**src/rtl/dm_pkg.sv**
```systemverilog
`timescale 1ns/1ps
package dm_pkg;
   typedef enum logic [0:0] {MS_IDLE = 1'b0, MS_RUN = 1'b1} meter_st_e;

   // width of the signed total: coarse scaled by bits per clock, plus sign
   function automatic int tot_width(input int cnt_w, input int bits);
      return cnt_w + $clog2(bits) + 1;
   endfunction
endpackage

```
**src/rtl/dm_start_align.sv**
```systemverilog
`timescale 1ns/1ps
module dm_start_align #(
   parameter int STAGES  = 2,
   parameter int SHIFT_W = 4
) (
   input  logic               clk,
   input  logic               rst_n,
   input  logic               start_i,
   input  logic [SHIFT_W-1:0] shift_i,
   output logic               start_evt_o,
   output logic [SHIFT_W-1:0] shift_o
);
   logic               vq [STAGES];
   logic [SHIFT_W-1:0] sq [STAGES];

   // delay line matching the stop synchroniser latency
   for (genvar g = 0; g < STAGES; g++) begin : g_pipe
      if (g == 0) begin : g_head
         always_ff @(posedge clk) begin
            if (!rst_n) begin
               vq[g] <= 1'b0;
               sq[g] <= '0;
            end else begin
               vq[g] <= start_i;
               sq[g] <= shift_i;
            end
         end
      end else begin : g_tail
         always_ff @(posedge clk) begin
            if (!rst_n) begin
               vq[g] <= 1'b0;
               sq[g] <= '0;
            end else begin
               vq[g] <= vq[g-1];
               sq[g] <= sq[g-1];
            end
         end
      end
   end

   assign start_evt_o = vq[STAGES-1];
   assign shift_o     = sq[STAGES-1];
endmodule

```
**src/rtl/dm_stop_sync.sv**
```systemverilog
`timescale 1ns/1ps
module dm_stop_sync #(
   parameter int STAGES = 2
) (
   input  logic clk,
   input  logic rst_n,
   input  logic stop_i,
   output logic stop_evt_o
);
   // STAGES synchroniser flops plus one history flop for edge detection
   logic [STAGES:0] q;

   always_ff @(posedge clk) begin
      if (!rst_n) q <= '0;
      else        q <= {q[STAGES-1:0], stop_i};
   end

   assign stop_evt_o = q[STAGES-1] & ~q[STAGES];
endmodule

```
**src/rtl/dm_coarse_ctr.sv**
```systemverilog
`timescale 1ns/1ps
module dm_coarse_ctr
   import dm_pkg::*;
#(
   parameter int CNT_W = 24
) (
   input  logic             clk,
   input  logic             rst_n,
   input  logic             start_evt_i,
   input  logic             stop_evt_i,
   output logic             done_o,
   output logic [CNT_W-1:0] count_o,
   output logic             ovf_o
);
   localparam logic [CNT_W-1:0] CNT_MAX = '1;

   meter_st_e        st_q;
   logic [CNT_W-1:0] cnt_q;
   logic             ovf_q;

   always_ff @(posedge clk) begin
      if (!rst_n) begin
         st_q  <= MS_IDLE;
         cnt_q <= '0;
         ovf_q <= 1'b0;
      end else if (start_evt_i) begin
         st_q  <= MS_RUN;
         cnt_q <= CNT_W'(1);
         ovf_q <= 1'b0;
      end else if (st_q == MS_RUN) begin
         if (stop_evt_i) begin
            st_q <= MS_IDLE;
         end else if (cnt_q == CNT_MAX) begin
            st_q  <= MS_IDLE;
            ovf_q <= 1'b1;
         end else begin
            cnt_q <= cnt_q + CNT_W'(1);
         end
      end
   end

   assign done_o  = (st_q == MS_RUN) && stop_evt_i && !start_evt_i;
   assign count_o = cnt_q;
   assign ovf_o   = ovf_q;
endmodule

```
**src/rtl/dm_result.sv**
```systemverilog
`timescale 1ns/1ps
module dm_result #(
   parameter int CNT_W        = 24,
   parameter int SHIFT_W      = 4,
   parameter int BITS_PER_CLK = 10,
   parameter int TOT_W        = 29
) (
   input  logic               clk,
   input  logic               rst_n,
   input  logic               start_evt_i,
   input  logic [SHIFT_W-1:0] start_shift_i,
   input  logic               done_i,
   input  logic [CNT_W-1:0]   count_i,
   input  logic [SHIFT_W-1:0] stop_shift_i,
   output logic               valid_o,
   output logic [CNT_W-1:0]   coarse_o,
   output logic [SHIFT_W:0]   fine_o,
   output logic [TOT_W-1:0]   total_o
);
   localparam bit POW2 = (BITS_PER_CLK & (BITS_PER_CLK - 1)) == 0;

   logic [SHIFT_W-1:0]      base_q;
   logic signed [SHIFT_W:0] fine_n;
   logic [TOT_W-1:0]        scaled;
   logic signed [TOT_W-1:0] fine_ext;
   logic [TOT_W-1:0]        total_n;

   // coarse-to-bit-period scaling: shift when possible, else constant multiply
   if (POW2) begin : g_shl
      assign scaled = TOT_W'(count_i) << $clog2(BITS_PER_CLK);
   end else begin : g_mul
      assign scaled = TOT_W'(count_i) * TOT_W'(BITS_PER_CLK);
   end

   always_comb begin
      fine_n   = $signed({1'b0, stop_shift_i}) - $signed({1'b0, base_q});
      fine_ext = TOT_W'(fine_n);
      total_n  = scaled + fine_ext;
   end

   always_ff @(posedge clk) begin
      if (!rst_n) begin
         base_q   <= '0;
         valid_o  <= 1'b0;
         coarse_o <= '0;
         fine_o   <= '0;
         total_o  <= '0;
      end else begin
         if (start_evt_i) base_q <= start_shift_i;
         valid_o <= done_i;
         if (done_i) begin
            coarse_o <= count_i;
            fine_o   <= fine_n;
            total_o  <= total_n;
         end
      end
   end
endmodule

```
**src/rtl/prop_delay_meter.sv**
```systemverilog
`timescale 1ns/1ps
module prop_delay_meter #(
   parameter int CNT_W        = 24,
   parameter int BITS_PER_CLK = 10,
   parameter int SHIFT_W      = 4,
   parameter int SYNC_STAGES  = 2,
   localparam int TOT_W       = dm_pkg::tot_width(CNT_W, BITS_PER_CLK)
) (
   input  logic               clk,
   input  logic               rst_n,
   input  logic               start_i,
   input  logic [SHIFT_W-1:0] start_shift_i,
   input  logic               stop_i,
   input  logic [SHIFT_W-1:0] stop_shift_i,
   output logic               res_valid_o,
   output logic [CNT_W-1:0]   coarse_o,
   output logic [SHIFT_W:0]   fine_o,
   output logic [TOT_W-1:0]   delay_o,
   output logic               overflow_o
);
   if (CNT_W < 2) begin : g_bad_cnt
      $error("CNT_W must be at least 2");
   end
   if (BITS_PER_CLK < 2) begin : g_bad_bits
      $error("BITS_PER_CLK must be at least 2");
   end
   if (SHIFT_W < $clog2(BITS_PER_CLK)) begin : g_bad_shift
      $error("SHIFT_W too narrow for BITS_PER_CLK");
   end
   if (SYNC_STAGES < 2) begin : g_bad_sync
      $error("SYNC_STAGES must be at least 2");
   end

   logic               start_evt;
   logic [SHIFT_W-1:0] start_shift_d;
   logic               stop_evt;
   logic               done;
   logic [CNT_W-1:0]   count;

   dm_start_align #(.STAGES(SYNC_STAGES), .SHIFT_W(SHIFT_W)) u_align (
      .clk(clk), .rst_n(rst_n), .start_i(start_i), .shift_i(start_shift_i),
      .start_evt_o(start_evt), .shift_o(start_shift_d)
   );

   dm_stop_sync #(.STAGES(SYNC_STAGES)) u_sync (
      .clk(clk), .rst_n(rst_n), .stop_i(stop_i), .stop_evt_o(stop_evt)
   );

   dm_coarse_ctr #(.CNT_W(CNT_W)) u_ctr (
      .clk(clk), .rst_n(rst_n), .start_evt_i(start_evt), .stop_evt_i(stop_evt),
      .done_o(done), .count_o(count), .ovf_o(overflow_o)
   );

   dm_result #(.CNT_W(CNT_W), .SHIFT_W(SHIFT_W), .BITS_PER_CLK(BITS_PER_CLK),
               .TOT_W(TOT_W)) u_res (
      .clk(clk), .rst_n(rst_n), .start_evt_i(start_evt), .start_shift_i(start_shift_d),
      .done_i(done), .count_i(count), .stop_shift_i(stop_shift_i),
      .valid_o(res_valid_o), .coarse_o(coarse_o), .fine_o(fine_o), .total_o(delay_o)
   );
endmodule

```
**config.mk**
```make
export PLATFORM = sky130hd
export DESIGN_NAME = prop_delay_meter
export DESIGN_NICKNAME = d
export VERILOG_FILES = /design/src/rtl/dm_pkg.sv /design/src/rtl/dm_start_align.sv /design/src/rtl/dm_stop_sync.sv /design/src/rtl/dm_coarse_ctr.sv /design/src/rtl/dm_result.sv /design/src/rtl/prop_delay_meter.sv
export SDC_FILE = /design/constraint.sdc
export NUM_CORES = 1
export LEC_CHECK = 0
export BUFFER_PORTS_ARGS = -buffer_cell sky130_fd_sc_hd__clkbuf_2
export CAP_MARGIN = 20
export CORE_ASPECT_RATIO = 0.9
export CORE_UTILIZATION = 45
export CTS_CLUSTER_SIZE = 28
export DETAILED_ROUTE_END_ITERATION = 8
export GPL_ROUTABILITY_DRIVEN = 0
export PLACE_DENSITY = 0.61
export SLEW_MARGIN = 10
export SYNTH_ARGS = -nofsm -noshare
export SYNTH_HDL_FRONTEND = slang
export SYNTH_SLANG_ARGS = --single-unit
export TNS_END_PERCENT = 5
```
**constraint.sdc**
```tcl
create_clock -name clk -period 7.3 [get_ports clk]
set_input_delay 0 -clock clk [delete_from_list [all_inputs] [get_ports clk]]
set_output_delay 0 -clock clk [all_outputs]
set_load 0.1 [all_outputs]
```
==> results of run 1 <==
## per-layer routing
layer	GRT usage	up-vias	wire, um
li1	-	3074	-
met1	0.284	2849	7870
met2	0.366	160	7670
met3	0.0408	28	694
met4	0.0875	0	377
met5	0	-	0
## stage by stage
stage               cells  utilization  cell area, um^2  setup slack, ns  hold slack, ns
detailed placement   1066        0.496             7270             2.81           0.206
finish               1088        0.523             7670             2.78          0.0856
global route         1088        0.523             7670             2.37           0.122
global placement     1066        0.496             7270             2.94           0.204
CTS                  1088        0.523             7670             2.78          0.0820
floorplan             828            -             6750             3.08           0.122
## worst register-to-register path: cells and delay by family (launching register included)
kind	cells	cell delay, ns
xor+xnor	2	0.24
fa+ha+maj	4	1.02
compound gates	7	2.07
simple gates	4	0.53
flops	1	0.47
buf+inv	1	0.07
## how the worst min path moves through the flow
stage                      from                       endpoint  slack [ns]  depth (start not counted)
2_1_floorplan           start_i          u_align.vq[0]$_DFF_P_        0.12                          1
3_3_place_gp   start_shift_i[0]    u_align.sq[0][0]$_SDFF_PN0_        0.20                          2
3_5_place_dp            start_i          u_align.vq[0]$_DFF_P_        0.21                          2
4_1_cts         stop_shift_i[0]  u_res.total_o[0]$_SDFFE_PN0P_        0.08                          5
5_1_grt         stop_shift_i[0]  u_res.total_o[0]$_SDFFE_PN0P_        0.12                          5
6_report        stop_shift_i[0]  u_res.total_o[0]$_SDFFE_PN0P_        0.09                          5
## flip-flops by register name, indices dropped and copies added, names as in the netlist
register and flops:
u_ctr.st_q 1, u_align.vq 2, u_res.total_o 29, u_res.valid_o 1, u_res.coarse_o 24, u_align.sq 8
u_ctr.ovf_o 1, u_sync.q 3, u_res.base_q 4, u_res.fine_o 4, u_ctr.count_o 24
## power breakdown
part	internal, W	switching (W)
sequential	0.000557	0.00000408
combinational	0.0000363	0.0000719
clock	0.000311	0.000246
total	0.000904	0.000322
## logic make-up (layout without fill, tap and decap cells)
| family | Yosys count | after routing | share of synthesized area |
|---|---|---|---|
| compound gates | 249 | 249 | 0.231 |
| buf+inv | 62 | 124 | 0.0352 |
| xor+xnor | 56 | 56 | 0.0726 |
| mux | 8 | 8 | 0.0120 |
| simple gates | 273 | 273 | 0.200 |
| fa+ha+maj | 79 | 79 | 0.150 |
| flops | 101 | 101 | 0.299 |
## timing repair
item	CTS	global route
endpoints found under the hold margin	6	0
hold buffers	6	0
resized for setup	0	0
## final cells by class
type	count	area share
repair buffers	82	0.0591
inverters	26	0.0127
clock inverters	7	0.0152
clock buffers	9	0.0294
flip-flops and latches	101	0.264
multi-input cells	665	0.588
well taps	198	0.0323
## placed cells by master (no fill, tap or decap), types with 10 or more instances in the layout
cell type and count:
nand4_1 12, dfxtp_1 101, nor3_1 15, inv_1 26, o21ai_0 35, xor2_1 25, and2_1 16, clkbuf_2 71
nand2_1 104, o21a_1 10, a21o_1 18, ha_1 76, nor2_1 47, or3_1 10, xnor2_1 31, nand3_1 18
a21oi_1 102, a21boi_0 32
==> impl_metrics.json, run 1 <==
{
  "status": "finished, final reports clean",
  "worst_pin_slew_ns": 0.955,
  "cp.depth": 18,
  "synthCells": 828,
  "synth_top_flop_cell": "dfxtp_1",
  "synth_nets": 919,
  "post-cts-setup-buffer-count": 0,
  "dr_total_vias": 6111,
  "final_layout_size_suffix_gt1_frac": 0.118,
  "clk_latency_ns": 0.36,
  "wl_per_cell_um": 15.3,
  "htreeDepth": 3,
  "critPathMaxFanout": 7,
  "drc": 0,
  "die_area_um2": 15500,
  "fin_crit_ns": 4.52,
  "fin_tns_setup_ns": 0,
  "post-dp-hpwl_mm": 12.4,
  "synth_top_area_frac": 0.299,
  "grt_pass1_vias": 5919,
  "synth_seq_cells": 101,
  "async_reset_ff_frac": 0,
  "synth.most_common_cell": "nand2_1",
  "critPathCapture": "u_res.total_o[28]$_SDFFE_PN0P_",
  "crit_chain": "ha_1 -> ha_1 -> inv_1 -> fa_1 -> nor2b_1 -> o31a_1 -> o311ai_2 -> a211oi_1 -> nor3_1 -> xnor2_1 -> ha_1 -> a21oi_1 -> nor2_1 -> a2111oi_0 -> nand3_1 -> o21ai_1 -> xnor2_1 -> a32o_1",
  "fillCellCount": 1404,
  "crit_top_cell": "ha_1",
  "synth-edff-count": 0,
  "yosysTopAreaCell": "dfxtp_1",
  "cts_tree": "built",
  "crit_type": "reg2reg",
  "drt_iter0_drc": 328,
  "cts_sinks": 101,
  "antenna_found_initial": 0,
  "hold_path.class": "in2reg",
  "diodes": 0,
  "drtPass1Iterations": 5,
  "syn_avg_cell_area_um2": 8.16,
  "hold_viol": 0,
  "grt_max_degree": 62,
  "clock_skew_ns": 0.00582,
  "r2r-end": "u_res.total_o[28]$_SDFFE_PN0P_",
  "yosysSeqAreaShare": 0.299,
  "cap_violations": 0,
  "yosysWarnings": 0,
  "cp-start-kind": "flip-flop",
  "irDropWorstVdd_v": 0.000163,
  "regArea_um2": 2020,
  "finalWirelength_mm": 16.6,
  "portBuffers": 71,
  "cp.arrival_ns": 4.79,
  "cpPeakStageDelay_ns": 0.57,
  "globalRoute.totalOverflow": 0,
  "cp_data_required_time_ns": 7.56,
  "critPathSlowestCell": "a2111oi_0",
  "num_io_pins": 72,
  "endpoint_kind": "flip-flop",
  "cts.clk_slew.worst_paths_ns": 0.08,
  "grt_pass1_wl_mm": 28.0,
  "cp_top_family": "compound AO/OA/AOI/OAI gates",
  "reg2reg_depth": 18,
  "viasPerCell": 5.62,
  "numCtsBuffers": 9,
  "worst-path-buf-inv": 1,
  "coreArea_um2": 14700,
  "root_buffer": "clkbuf_16",
  "finalPower_w": 0.00123,
  "r2r-start": "u_ctr.count_o[1]$_SDFFE_PP0P_",
  "grtUsageTotal": 0.221,
  "rsz0062_at_grt": "no",
  "p_per_area_nw_per_um2": 160,
  "yosys-top-cells-area": "dfxtp_1 30%, ha_1 14%, a21oi_1 7.6%, nand2_1 5.8%, xnor2_1 4.0%",
  "ant_nets": 0,
  "relSlewSlack": 0.364,
  "synth.distinct_cells": 59,
  "slew_viol_final": 0,
  "rows": 42,
  "initial_core_util": 0.461,
  "syn_area_um2": 6750,
  "fmax_ghz": 0.221,
  "multi_input_area_um2": 4510,
  "critPathLaunch": "u_ctr.count_o[1]$_SDFFE_PP0P_",
  "setup_viol": 0,
  "synth_common_cells": "104 x nand2_1, 103 x a21oi_1, 101 x dfxtp_1",
  "die_y_um": 118,
  "die_x_um": 131,
  "p_leak_nw": 3.29,
  "area_growth_pct": 13.6,
  "layout.nets": 976,
  "r2r_setup_slack_ns": 2.78,
  "period_share": 0.620,
  "clockBufferDepth": 2
}
Power figures use the tool's default switching activity.
==> inputs of run 2 (changes only) <==
Settings changed: ABC_AREA set to 1, PLACE_DENSITY 0.61 to 0.6.
Clock period 7.3 ns to 4.4 ns, I/O delays scaled along.
==> run 2 against run 1 <==
Net effect:
- synthesized area increased by 15%
- non-clock buffer count increased by 4
- global-route usage increased by 2.8 points
- clock-buffer cell count unchanged
- synthesized cell count increased by 49%
- combinational power increased to 2.6 times the previous value
- routed wire length increased by 29%
==> impl_metrics.json, run 2 <==
{
  "synth_nets": 1325,
  "syn_avg_cell_area_um2": 6.30,
  "clkPwrFrac": 0.401,
  "cts.repair.resized": 0,
  "r2r_setup_slack_ns": 0.51,
  "drt_iter0_drc": 542,
  "hold_path.class": "in2reg",
  "synth.distinct_cells": 41,
  "synth.most_common_cell": "nand2_1",
  "relSlewSlack": 0.407,
  "clk_latency_ns": 0.36,
  "final_layout_size_suffix_gt1_frac": 0.0885,
  "layout.nets": 1396,
  "grt_max_degree": 96,
  "yosysTopAreaCell": "dfxtp_1",
  "die_y_um": 127,
  "synth_common_cells": "342 x nand2_1, 180 x inv_1, 162 x nor2_1",
  "hold_path_depth": 4,
  "holdWs_ns": 0.00567,
  "finalWirelength_mm": 21.5,
  "power_frac_comb": 0.140,
  "cp-start-kind": "flip-flop",
  "setup_viol": 0,
  "rows": 45,
  "synthMuxAreaShare": 0,
  "dr_total_vias": 7643,
  "coreArea_um2": 16900,
  "whs_endpoint": "u_res.total_o[0]$_SDFFE_PN0P_",
  "sequentialPowerShare": 0.458,
  "synth_top_area_frac": 0.260,
  "fmax_ghz": 0.257,
  "synthCells": 1234,
  "hold_start": "stop_shift_i[0]",
  "fin_crit_ns": 3.89,
  "post-dp-hpwl_mm": 17.0,
  "initial_core_util": 0.460,
  "rsz0062_at_grt": "no",
  "cap_violations": 0,
  "busiest_layer": "met2",
  "irDropWorstVdd_v": 0.000177,
  "crit_type": "reg2reg",
  "synth_top_flop_cell": "dfxtp_1",
  "drc": 0,
  "r2r-start": "u_ctr.count_o[1]$_SDFFE_PP0P_",
  "synth-edff-count": 0,
  "num_io_pins": 72,
  "slew_viol_final": 0,
  "gr-usage-met1": 0.359,
  "swShare": 0.307,
  "r2r-end": "u_res.total_o[15]$_SDFFE_PN0P_",
  "status": "finished, final reports clean",
  "holdBufCountCts": 6,
  "fin_tns_setup_ns": 0,
  "worst_pin_slew_ns": 0.889,
  "reg2reg_depth": 18,
  "viasPerCell": 5.02,
  "numCtsBuffers": 9,
  "cp_data_required_time_ns": 4.67,
  "wl_per_cell_um": 14.1,
  "htreeDepth": 3,
  "yosys-top-cells-area": "dfxtp_1 26%, nand2_1 17%, ha_1 12%, inv_1 8.7%, nor2_1 7.8%",
  "top_register": "u_res.total_o",
  "switching_power_w": 0.000627,
  "endpoint_kind": "flip-flop",
  "period_share": 0.885,
  "globalRoute.totalOverflow": 0,
  "drtPass1Iterations": 5,
  "clock_skew_ns": 0.0110,
  "cts_tree": "built",
  "grt.met2_usage": 0.392,
  "fillCellCount": 1796,
  "diodes": 0,
  "cp.arrival_ns": 4.16,
  "use_met3": 0.0438,
  "die_area_um2": 17800,
  "synth_seq_cells": 101,
  "yosysSeqAreaShare": 0.260,
  "mostFrequentLayoutCell": "nand2_1",
  "final_cell_mix": "342 x nand2_1, 180 x inv_1, 162 x nor2_1, 101 x dfxtp_1, 90 x a21oi_1",
  "hold_viol": 0,
  "antenna_found_initial": 0,
  "p_leak_nw": 4.66,
  "grt_pass1_wl_mm": 35.1,
  "cts.clk_slew.worst_paths_ns": 0.08,
  "syn_area_um2": 7770,
  "post-cts-setup-buffer-count": 0,
  "p_per_area_nw_per_um2": 235,
  "cts_sinks": 101,
  "synth_top_family_by_area": "simple AND/OR/NAND/NOR gates",
  "die_x_um": 141,
  "synth-compound-area-share": 0.128,
  "area_growth_pct": 11.8,
  "root_buffer": "clkbuf_16",
  "intPower_w": 0.00142,
  "async_reset_ff_frac": 0,
  "critPathMaxFanout": 6,
  "synth_fa_ha_area_frac": 0.130,
  "synth-xor-area-share": 0.0473,
  "synthSimpleGateAreaFrac": 0.327,
  "ant_nets": 0,
  "grt_pass1_vias": 6901,
  "grtUsageTotal": 0.250,
  "largest_register_ffs": 29,
  "clockBufferDepth": 2,
  "portBuffers": 71,
  "yosysWarnings": 0
}
-- run 2: cell families (layout without fill, tap and decap cells) --
family / after synthesis / count (layout)
adder cells (fa/ha/maj): 79 / 79
flip-flops: 101 / 101
AND/OR/NAND/NOR: 617 / 617
buffers and inverters: 211 / 287
XOR/XNOR: 42 / 42
AO/OA/AOI/OAI: 184 / 184
-- run 2: cell type report --
| cell class | count | area (um^2) | area share |
|---|---|---|---|
| clock inverters | 7 | 83.8 | 0.00965 |
| flip-flops and latches | 101 | 2020 | 0.233 |
| multi-input cells | 922 | 4920 | 0.566 |
| inverters | 185 | 694 | 0.0799 |
| well taps | 211 | 264 | 0.0304 |
| repair buffers | 86 | 483 | 0.0556 |
| clock buffers | 9 | 225 | 0.0259 |
-- run 2: worst max path at each step --
| stage | startpoint | depth (start not counted) | slack (ns) | to |
|---|---|---|---|---|
| 2_1_floorplan | u_res.base_q[0]$_SDFFE_PN0P_ | 13 | 0.74 | u_res.total_o[21]$_SDFFE_PN0P_ |
| 3_3_place_gp | u_ctr.count_o[1]$_SDFFE_PP0P_ | 18 | 0.54 | u_res.total_o[15]$_SDFFE_PN0P_ |
| 3_5_place_dp | u_ctr.count_o[1]$_SDFFE_PP0P_ | 18 | 0.49 | u_res.total_o[15]$_SDFFE_PN0P_ |
| 4_1_cts | u_ctr.count_o[1]$_SDFFE_PP0P_ | 18 | 0.48 | u_res.total_o[15]$_SDFFE_PN0P_ |
| 5_1_grt | u_ctr.count_o[0]$_SDFFE_PN0P_ | 20 | 0.11 | u_res.total_o[24]$_SDFFE_PN0P_ |
| 6_report | u_ctr.count_o[1]$_SDFFE_PP0P_ | 18 | 0.51 | u_res.total_o[15]$_SDFFE_PN0P_ |
-- run 2: stage by stage --
stage | std cells | area (um^2) | setup WS (ns) | total power [W] | util
2_1_floorplan | 1234 | 7770 | 0.738 | 0.00117 | -
3_3_place_gp | 1499 | 8320 | 0.540 | 0.00124 | 0.493
3_5_place_dp | 1499 | 8320 | 0.486 | 0.00124 | 0.493
4_1_cts | 1521 | 8690 | 0.476 | 0.00206 | 0.514
5_1_grt | 1521 | 8690 | 0.110 | 0.00214 | 0.514
6_report | 1521 | 8690 | 0.506 | 0.00204 | 0.514
-- run 2: worst max-delay path, stage by stage, from the launching register on --
cell	delay [ns]
dfxtp_1	0.39
ha_1	0.33
ha_1	0.20
inv_1	0.09
fa_1	0.42
o21ai_2	0.25
a21boi_1	0.16
o21ai_0	0.31
xor2_1	0.11
ha_1	0.41
nand2_1	0.12
nor2_1	0.30
nand2_1	0.16
a31oi_1	0.24
nor2_1	0.07
nand2_1	0.06
nand3_1	0.07
nand2_1	0.09
inv_1	0.03
-- run 2: power groups by stage --
| stage | sequential [W] | clock [W] | combinational [W] |
|---|---|---|---|
| finish | 0.000936 | 0.000820 | 0.000286 |
| global route | 0.000938 | 0.000879 | 0.000321 |
| detailed placement | 0.000958 | 0 | 0.000280 |
| global placement | 0.000958 | 0 | 0.000280 |
| floorplan | 0.000999 | 0 | 0.000169 |
| CTS | 0.000936 | 0.000842 | 0.000286 |
-- run 2: per-layer routing --
layer	part of all wire	vias to the layer above
li1	-	4083
met1	0.51	3396
met2	0.44	151
met3	0.049	13
met4	0.0095	0
met5	0	-
